### config.mk
export PLATFORM = sky130hd
export DESIGN_NAME = crc16_residual_check
export DESIGN_NICKNAME = d
export VERILOG_FILES = /design/src/rtl/crc16_chk_pkg.sv /design/src/rtl/crc16_bit_step.sv /design/src/rtl/crc16_table_rom.sv /design/src/rtl/crc16_byte_update.sv /design/src/rtl/crc16_residual_check.sv
export SDC_FILE = /design/constraint.sdc
export NUM_CORES = 1
export LEC_CHECK = 0
export ABC_AREA = 1
export CORE_ASPECT_RATIO = 2
export CORE_MARGIN = 1
export CORE_UTILIZATION = 30
export DETAILED_ROUTE_END_ITERATION = 8
export PLACE_DENSITY = 0.52
export SYNTH_ARGS = -nofsm -noshare
export SYNTH_HDL_FRONTEND = slang
export SYNTH_SLANG_ARGS = --single-unit
### constraint.sdc
create_clock -name clk -period 2.5 [get_ports clk]
set_input_delay 0.5 -clock clk [delete_from_list [all_inputs] [get_ports clk]]
set_output_delay 0.5 -clock clk [all_outputs]
set_load 0.005 [all_outputs]
### src/rtl/crc16_chk_pkg.sv
package crc16_chk_pkg;
    typedef enum logic {
        ST_IDLE  = 1'b0,
        ST_ACCUM = 1'b1
    } chk_state_e;
endpackage

### src/rtl/crc16_bit_step.sv
module crc16_bit_step #(
    parameter int              CRC_W = 16,
    parameter logic [CRC_W-1:0] POLY = 16'hA001
) (
    input  logic [CRC_W-1:0] crc_in,
    input  logic             bit_in,
    output logic [CRC_W-1:0] crc_out
);
    logic feedback;
    assign feedback = crc_in[0] ^ bit_in;
    assign crc_out  = (crc_in >> 1) ^ (feedback ? POLY : '0);
endmodule

### src/rtl/crc16_table_rom.sv
module crc16_table_rom #(
    parameter int               CRC_W  = 16,
    parameter int               DATA_W = 8,
    parameter logic [CRC_W-1:0] POLY   = 16'hA001
) (
    input  logic [DATA_W-1:0] idx,
    output logic [CRC_W-1:0]  entry
);
    localparam int TBL_N = 1 << DATA_W;

    function automatic logic [CRC_W-1:0] entry_of(input int i);
        logic [CRC_W-1:0] c;
        c = CRC_W'(i);
        for (int s = 0; s < DATA_W; s++) begin
            c = c[0] ? ((c >> 1) ^ POLY) : (c >> 1);
        end
        return c;
    endfunction

    logic [CRC_W-1:0] tbl [TBL_N];

    for (genvar g = 0; g < TBL_N; g++) begin : g_tbl
        assign tbl[g] = entry_of(g);
    end

    assign entry = tbl[idx];
endmodule

### src/rtl/crc16_byte_update.sv
module crc16_byte_update #(
    parameter int               CRC_W   = 16,
    parameter int               DATA_W  = 8,
    parameter logic [CRC_W-1:0] POLY    = 16'hA001,
    parameter bit               USE_LUT = 1'b0
) (
    input  logic [CRC_W-1:0]  crc_in,
    input  logic [DATA_W-1:0] data_in,
    output logic [CRC_W-1:0]  crc_out
);
    if (USE_LUT) begin : g_lut
        logic [DATA_W-1:0] index;
        logic [CRC_W-1:0]  looked;
        assign index = crc_in[DATA_W-1:0] ^ data_in;
        crc16_table_rom #(.CRC_W(CRC_W), .DATA_W(DATA_W), .POLY(POLY)) u_rom (
            .idx   (index),
            .entry (looked)
        );
        assign crc_out = looked ^ (crc_in >> DATA_W);
    end else begin : g_bits
        logic [CRC_W-1:0] chain [DATA_W+1];
        assign chain[0] = crc_in;
        for (genvar k = 0; k < DATA_W; k++) begin : g_step
            crc16_bit_step #(.CRC_W(CRC_W), .POLY(POLY)) u_step (
                .crc_in  (chain[k]),
                .bit_in  (data_in[k]),
                .crc_out (chain[k+1])
            );
        end
        assign crc_out = chain[DATA_W];
    end
endmodule

### src/rtl/crc16_residual_check.sv
module crc16_residual_check
    import crc16_chk_pkg::*;
#(
    parameter int               CRC_W     = 16,
    parameter int               DATA_W    = 8,
    parameter logic [CRC_W-1:0] POLY      = 16'hA001,
    parameter logic [CRC_W-1:0] INIT      = 16'hFFFF,
    parameter logic [CRC_W-1:0] RESIDUE   = 16'hB001,
    parameter int               MIN_BYTES = 2,
    parameter bit               USE_LUT   = 1'b0
) (
    input  logic              clk,
    input  logic              rst_n,
    input  logic              pkt_start,
    input  logic              pkt_end,
    input  logic              data_valid,
    input  logic [DATA_W-1:0] data_in,
    output logic [CRC_W-1:0]  crc_value,
    output logic              crc_ok,
    output logic              crc_fail
);
    localparam int CNT_W = $clog2(MIN_BYTES + 1);
    localparam logic [CNT_W-1:0] CNT_MIN = CNT_W'(MIN_BYTES);

    chk_state_e       state_q, state_d;
    logic [CRC_W-1:0] crc_q, crc_d, crc_base, crc_upd;
    logic [CNT_W-1:0] cnt_q, cnt_d, cnt_base;
    logic             ok_q, fail_q, ok_d, fail_d;
    logic             accept, closing;

    assign crc_base = pkt_start ? INIT : crc_q;
    assign cnt_base = pkt_start ? '0 : cnt_q;
    assign accept   = data_valid && (pkt_start || state_q == ST_ACCUM);
    assign closing  = pkt_end && (pkt_start || state_q == ST_ACCUM);

    crc16_byte_update #(
        .CRC_W(CRC_W), .DATA_W(DATA_W), .POLY(POLY), .USE_LUT(USE_LUT)
    ) u_update (
        .crc_in  (crc_base),
        .data_in (data_in),
        .crc_out (crc_upd)
    );

    // next state
    always_comb begin
        state_d = state_q;
        unique case (state_q)
            ST_IDLE: begin
                if (pkt_start && !pkt_end) state_d = ST_ACCUM;   // open
            end
            ST_ACCUM: begin
                if (pkt_end && !pkt_start) state_d = ST_IDLE;    // close
                else if (pkt_end)          state_d = ST_IDLE;    // open+close
                else                       state_d = ST_ACCUM;   // accumulate / restart
            end
            default: state_d = ST_IDLE;
        endcase
    end

    always_ff @(posedge clk) begin
        if (!rst_n) state_q <= ST_IDLE;
        else        state_q <= state_d;
    end

    // datapath and verdict
    always_comb begin
        crc_d = accept ? crc_upd : crc_base;
        cnt_d = cnt_base;
        if (accept && cnt_base < CNT_MIN) cnt_d = cnt_base + 1'b1;
        ok_d   = closing && (crc_d == RESIDUE) && (cnt_d >= CNT_MIN);
        fail_d = closing && !ok_d;
    end

    always_ff @(posedge clk) begin
        if (!rst_n) begin
            crc_q  <= INIT;
            cnt_q  <= '0;
            ok_q   <= 1'b0;
            fail_q <= 1'b0;
        end else begin
            crc_q  <= crc_d;
            cnt_q  <= cnt_d;
            ok_q   <= ok_d;
            fail_q <= fail_d;
        end
    end

    assign crc_value = crc_q;
    assign crc_ok    = ok_q;
    assign crc_fail  = fail_q;

    assert_start_preset_R2: assert property (@(posedge clk) disable iff (!rst_n)
        (pkt_start && !data_valid) |=> (crc_value == INIT));

    assert_idle_ignores_R4: assert property (@(posedge clk) disable iff (!rst_n)
        (state_q == ST_IDLE && !pkt_start) |=> ($stable(crc_value) && !crc_ok && !crc_fail));

    assert_verdict_exclusive_R5: assert property (@(posedge clk) disable iff (!rst_n)
        $onehot0({crc_ok, crc_fail}));

    assert_verdict_after_end_R5: assert property (@(posedge clk) disable iff (!rst_n)
        (crc_ok || crc_fail) |-> $past(pkt_end));

    assert_ok_means_residue_R5: assert property (@(posedge clk) disable iff (!rst_n)
        crc_ok |-> (crc_value == RESIDUE));

    assert_hold_without_valid_R3: assert property (@(posedge clk) disable iff (!rst_n)
        (!data_valid && !pkt_start) |=> $stable(crc_value));
endmodule

Word level (Yosys, flattened, before mapping) --
Cells that the tools add are included.
Storage, ports and cells: bits in registers 21, input bits 13, output and inout port bits 18, logic and storage cells 54
Cells by class: $add $sub $neg 1, $lt $le $gt $ge 2, eq/ne operators 1, multiplexer cells 16, bitwise gates (word level) 17, reduce and logical (&&, ||, !) cells 12
Operator list (number):
- 2-to-1 mux 16 bit | 10
- bitwise XOR 15 x 16 -> 16 bit | 8
- == test 16 bit (second input constant) | 1
- logical AND 1 bit | 8
- bitwise XOR 1 bit | 8
- 2-to-1 mux 2 bit | 2
- logical NOT 1 bit | 3
- 2-to-1 mux 1 bit | 3
- adder 2 x 1 -> 2 bit (second input constant) | 1
- greater-or-equal comparator 2 bit (second input constant) | 1
- < comparator 2 bit (second input constant) | 1
- one-hot mux 1 bit (2 select lines) | 1
- logical OR 1 bit | 1
- NOT 1 bit | 1

Logic depth before layout (Yosys ltp) --
depth in word-level cells 31, gate-level depth with buffers 19, depth with buffers taken out 18

By module --
A second synthesis with hierarchy kept.
Second synthesis, totals: cells, all modules 402, area total of the unflattened synthesis 2424.8 um^2
Modules (own cells, without submodules):
- crc16_bit_step | times used 8, cells an instance 29, area each 166.4 um^2, sequential area each 0.0 um^2
- crc16_residual_check | times used 1, cells an instance 170, area each 1093.5 um^2, sequential area each 420.4 um^2

Least setup slack after synthesis --
OpenSTA, ideal clock, no wires.
path kind in2reg, start input pkt_start, end register fail_q (netlist: crc_fail), library setup time 0.112 ns, arrival 1.805 ns, required time 2.388 ns, setup slack 0.583 ns, stages 13, buffers on the path 2, cell sequence buf_6 -> o21ai_2 -> buf_2 -> mux2i_1 -> nand2_1 -> nor2_1 -> nand2_1 -> nor2_1 -> nand2_1 -> inv_1 -> nand2_1 -> nor2_1 -> nor2_1
On the way: cells in the longest elaborated chain, start to end 31
RTL lines:
- start: declaration | line crc16_residual_check.sv:14 | input logic pkt_start,
- 2-to-1 mux 16 bit | line crc16_residual_check.sv:31 | assign crc_base = pkt_start ? INIT : crc_q;
- bitwise XOR 1 bit | line crc16_bit_step.sv:10 | assign feedback = crc_in[0] ^ bit_in;
- 2-to-1 mux 16 bit | line crc16_bit_step.sv:11 | assign crc_out = (crc_in >> 1) ^ (feedback ? POLY : '0);
- bitwise XOR 15 x 16 -> 16 bit | line crc16_bit_step.sv:11
- bitwise XOR 1 bit | line crc16_bit_step.sv:10
- 2-to-1 mux 16 bit | line crc16_bit_step.sv:11
- bitwise XOR 15 x 16 -> 16 bit | line crc16_bit_step.sv:11
- bitwise XOR 1 bit | line crc16_bit_step.sv:10
- (+14 left out)
- bitwise XOR 1 bit | line crc16_bit_step.sv:10
- 2-to-1 mux 16 bit | line crc16_bit_step.sv:11
- bitwise XOR 15 x 16 -> 16 bit | line crc16_bit_step.sv:11
- 2-to-1 mux 16 bit | line crc16_residual_check.sv:67 | crc_d = accept ? crc_upd : crc_base;
- == test 16 bit | line crc16_residual_check.sv:70 | ok_d = closing && (crc_d == RESIDUE) && (cnt_d >= CNT_MIN);
- logical AND 1 bit (2 in series) | line crc16_residual_check.sv:70
- logical NOT 1 bit | line crc16_residual_check.sv:71 | fail_d = closing && !ok_d;
- logical AND 1 bit * | line crc16_residual_check.sv:71
- end signal: assignment | line crc16_residual_check.sv:84 | fail_q <= fail_d;
- end: declaration | line crc16_residual_check.sv:28 | logic ok_q, fail_q, ok_d, fail_d;
Mark *: on every way between the ends. The rest lies on a longest branch, timed or not. A chain may end at the register's enable or synchronous reset.

Final worst setup path --
start input data_valid, end register fail_q (netlist: crc_fail)
On the way: cells in the longest elaborated chain, start to end 7
RTL lines:
- start: declaration | line crc16_residual_check.sv:16 | input logic data_valid,
- logical AND 1 bit * | line crc16_residual_check.sv:33 | assign accept = data_valid && (pkt_start || state_q == ST_ACCUM);
- 2-to-1 mux 16 bit / logical AND 1 bit (equally long branches) | line crc16_residual_check.sv:67, crc16_residual_check.sv:69
- == test 16 bit / 2-to-1 mux 2 bit (equally long branches) | line crc16_residual_check.sv:70, crc16_residual_check.sv:69
- logical AND 1 bit / greater-or-equal comparator 2 bit (equally long branches) | line crc16_residual_check.sv:70
- logical AND 1 bit * | line crc16_residual_check.sv:70
- logical NOT 1 bit * | line crc16_residual_check.sv:71
- logical AND 1 bit * | line crc16_residual_check.sv:71
Marked as above.

==> flow_summary.toml <==
[critical_path]
cp_slowest_cell = "clkdlybuf4s50_1"
cp_slowest_stage_delay_ns = 0.50
cp-end-kind = "flip-flop"
worstSetupStartpointType = "input pin"
worstSetupPathType = "in2reg"
path_cells = "clkdlybuf4s50_1, inv_1, nor2_2, buf_12, nand2_1, o21ai_1, nand2_1, nor2_1, nand2_1, nor2_2, nand2_1, inv_1, nand2_1, nor2_1, nor2_1"
crit_family = "simple AND/OR/NAND/NOR gates"
cp.required_ns = 2.67
crit_fanout = 7
cp.arrival_ns = 2.33
worst_path_most_repeated_cell = "nand2_1"
cp_num_buf_inv = 4

[yosys]
netlist_area_um2 = 1400
synthCells = 249
ys_seq_area_share_pct = 30.0
ys_ff_latch = 21
yosysTopAreaCellShare_pct = 35.4
yosys-top-cells-area = "nand2_1 (35%), dfxtp_1 (30%), inv_1 (6.7%)"
yosysWarnings = 0
syn_nets = 262
postSynthAreaPerCell_um2 = 5.62
yosysUniqueCellTypes = 27
synth_area_leader_cell = "nand2_1"

[floorplanning]
initial_utilization_pct = 31.6
die_w_um = 50.3
fp-row-count = 34
dieArea_um2 = 4960
dieHeight_um = 98.6
core_area_um2 = 4420
pin_count = 31

[global_route]
grt_pass1_wl_um = 6980
grt_usage_pct = 18.5
grt_pass1_vias = 1556
grt.overflow.total = 0
antenna_found_initial = 0
grt_max_degree = 13

[sta]
fin_crit_sh_pct = 86.7
hold_viol = 0
fin_setup_tns_ns = 0
grt_setup_unrepaired = "false"
slew-limit-headroom_pct = 73.7
max_freq_mhz = 462
fin_hold_ws_ns = 0.498
slew_viol_final = 0
min_period_ns = 2.17
clock-skew-final_ns = 0.00651
worstMarginPinSlew_ns = 0.394
setup-violations-final = 0

[layout]
drive_gt1_share_pct = 24.8
final_common_cell = "nand2_1"
most-common-layout-cells = "nand2_1 (120), buf_4 (37), clkdlybuf4s50_1 (29)"
area_growth_pct = 57.6
antennaDiodeCount = 0
layout.nets = 332

[clock_network]
path_clk_slew_ns = 0.08
htree_num_levels = 1
clockBufferDepth = 2
cts_tree = "built"
clkLatencyLatePin_ns = 0.27
cts-root-buf = "clkbuf_8"
cts_buffers = 3
cts.sinks = 21

[route]
routed_wl_um = 4240
vias = 1666
drt_iter0_markers = 29
drcViolationCount = 0
firstDrtPassIters = 4
vias_per_cell = 4.48
ant_nets = 0
wire_per_inst_um = 11.4

[pwr]
share_seq_of_total_power_pct = 40.5
power.switching_w = 0.000284
p_comb_share_pct = 33.9
ir_worst_vdd_v = 0.000307
p_clk_share_pct = 25.5
p_int_w = 0.000617
power.density_nw_per_um2 = 408
p_sw_share_pct = 31.5
leakage_nw = 1.13

[placement]
io_buffer_count = 30
gp_congestion = 0.830
dp_hpwl_um = 3400

[run]
maxCapViolCount = 0

[status]
status = "finished clean"

[hold_path]
min_path_type = "reg2reg"
-- metrics by stage --
step	area (µm²)	power [W]	std cells	setup slack [ns]	utilization, %
finish	2210	0.000901	372	0.333	49.9
global route	2210	0.000967	372	0.137	49.9
CTS	2100	0.000890	371	0.0222	47.5
detailed placement	2050	0.000651	367	-0.247	46.4
global placement	2050	0.000652	367	-0.224	46.4
floorplan	1400	0.000504	249	0.583	-
-- cell families after synthesis --
group | count (synthesis) | share of synthesized area (%)
mux | 1 | 0.715
simple gates | 181 | 53.2
flops | 21 | 30.0
xor+xnor | 2 | 1.25
buf+inv | 32 | 9.83
compound gates | 12 | 5.00
-- state kept, by name, indices dropped and copies added, names as in the netlist --
register	cells
crc_value	16
cnt_q	2
crc_fail	1
crc_ok	1
state_q	1
-- power groups by stage --
stage / Clock, W / Sequential, W / Combinational (W)
floorplan: 0 / 0.000371 / 0.000133
global placement: 0 / 0.000372 / 0.000280
detailed placement: 0 / 0.000372 / 0.000280
CTS: 0.000244 / 0.000364 / 0.000282
global route: 0.000260 / 0.000368 / 0.000339
finish: 0.000230 / 0.000365 / 0.000305
-- timing repair --
item                       in CTS  in global routing
resized for setup               0                 32
setup endpoints to repair       0                  4
setup buffers                   0                  1
hold buffers                    0                  0
-- metal layers --
layer | GRT usage (%) | vias up | wire length [µm]
met1 | 19.3 | 745 | 1640
met2 | 36.1 | 25 | 2390
met5 | 0 | - | 0
li1 | - | 890 | -
met4 | 7.05 | 0 | 93
met3 | 1.39 | 6 | 111
-- tightest hold or removal path, cell delays in order (launching register included) --
cell	delay, ns
dfxtp_1	0.30
nand2_1	0.09
a21oi_1	0.07
-- cells in the mapped netlist --
master    instances
nand4_1           1
inv_1            25
nor2_1           19
buf_6             2
buf_2             2
nand3_2           1
or2_0             1
nand2_2           1
a21oi_2           1
nor2_4            1
o21ai_1           1
nor2_2            4
nand2_1         132
a21boi_0          1
inv_2             1
or2_2             3
mux2i_1           1
dfxtp_1          21
nor3_1            1
nand3_1          14
o21ai_0           7
or2_1             3
xor2_1            1
clkbuf_1          2
xnor2_1           1
a21oi_1           1
o21ai_2           1
-- worst paths after layout --
kind	end	start	cells past startpoint	slack, ns
worst max register to register	crc_fail$_SDFF_PN0_	crc_value[4]$_SDFF_PN1_	16	0.69
worst min register to register	cnt_q[0]$_SDFF_PN0_	cnt_q[0]$_SDFF_PN0_	2	0.50
worst max-delay path	crc_fail$_SDFF_PN0_	data_valid	15	0.33
worst min-delay path	cnt_q[0]$_SDFF_PN0_	cnt_q[0]$_SDFF_PN0_	2	0.50
-- final cells by class --
class / instances / area (µm²)
Fill cell: 493 / 2220
Multi-Input combinational cell: 196 / 926
Timing Repair Buffer: 71 / 647
Sequential cell: 21 / 420
Inverter: 26 / 100
Tap cell: 54 / 67.6
Clock buffer: 3 / 41.3
Clock inverter: 1 / 5.00
(Power assumes the default switching activity.)
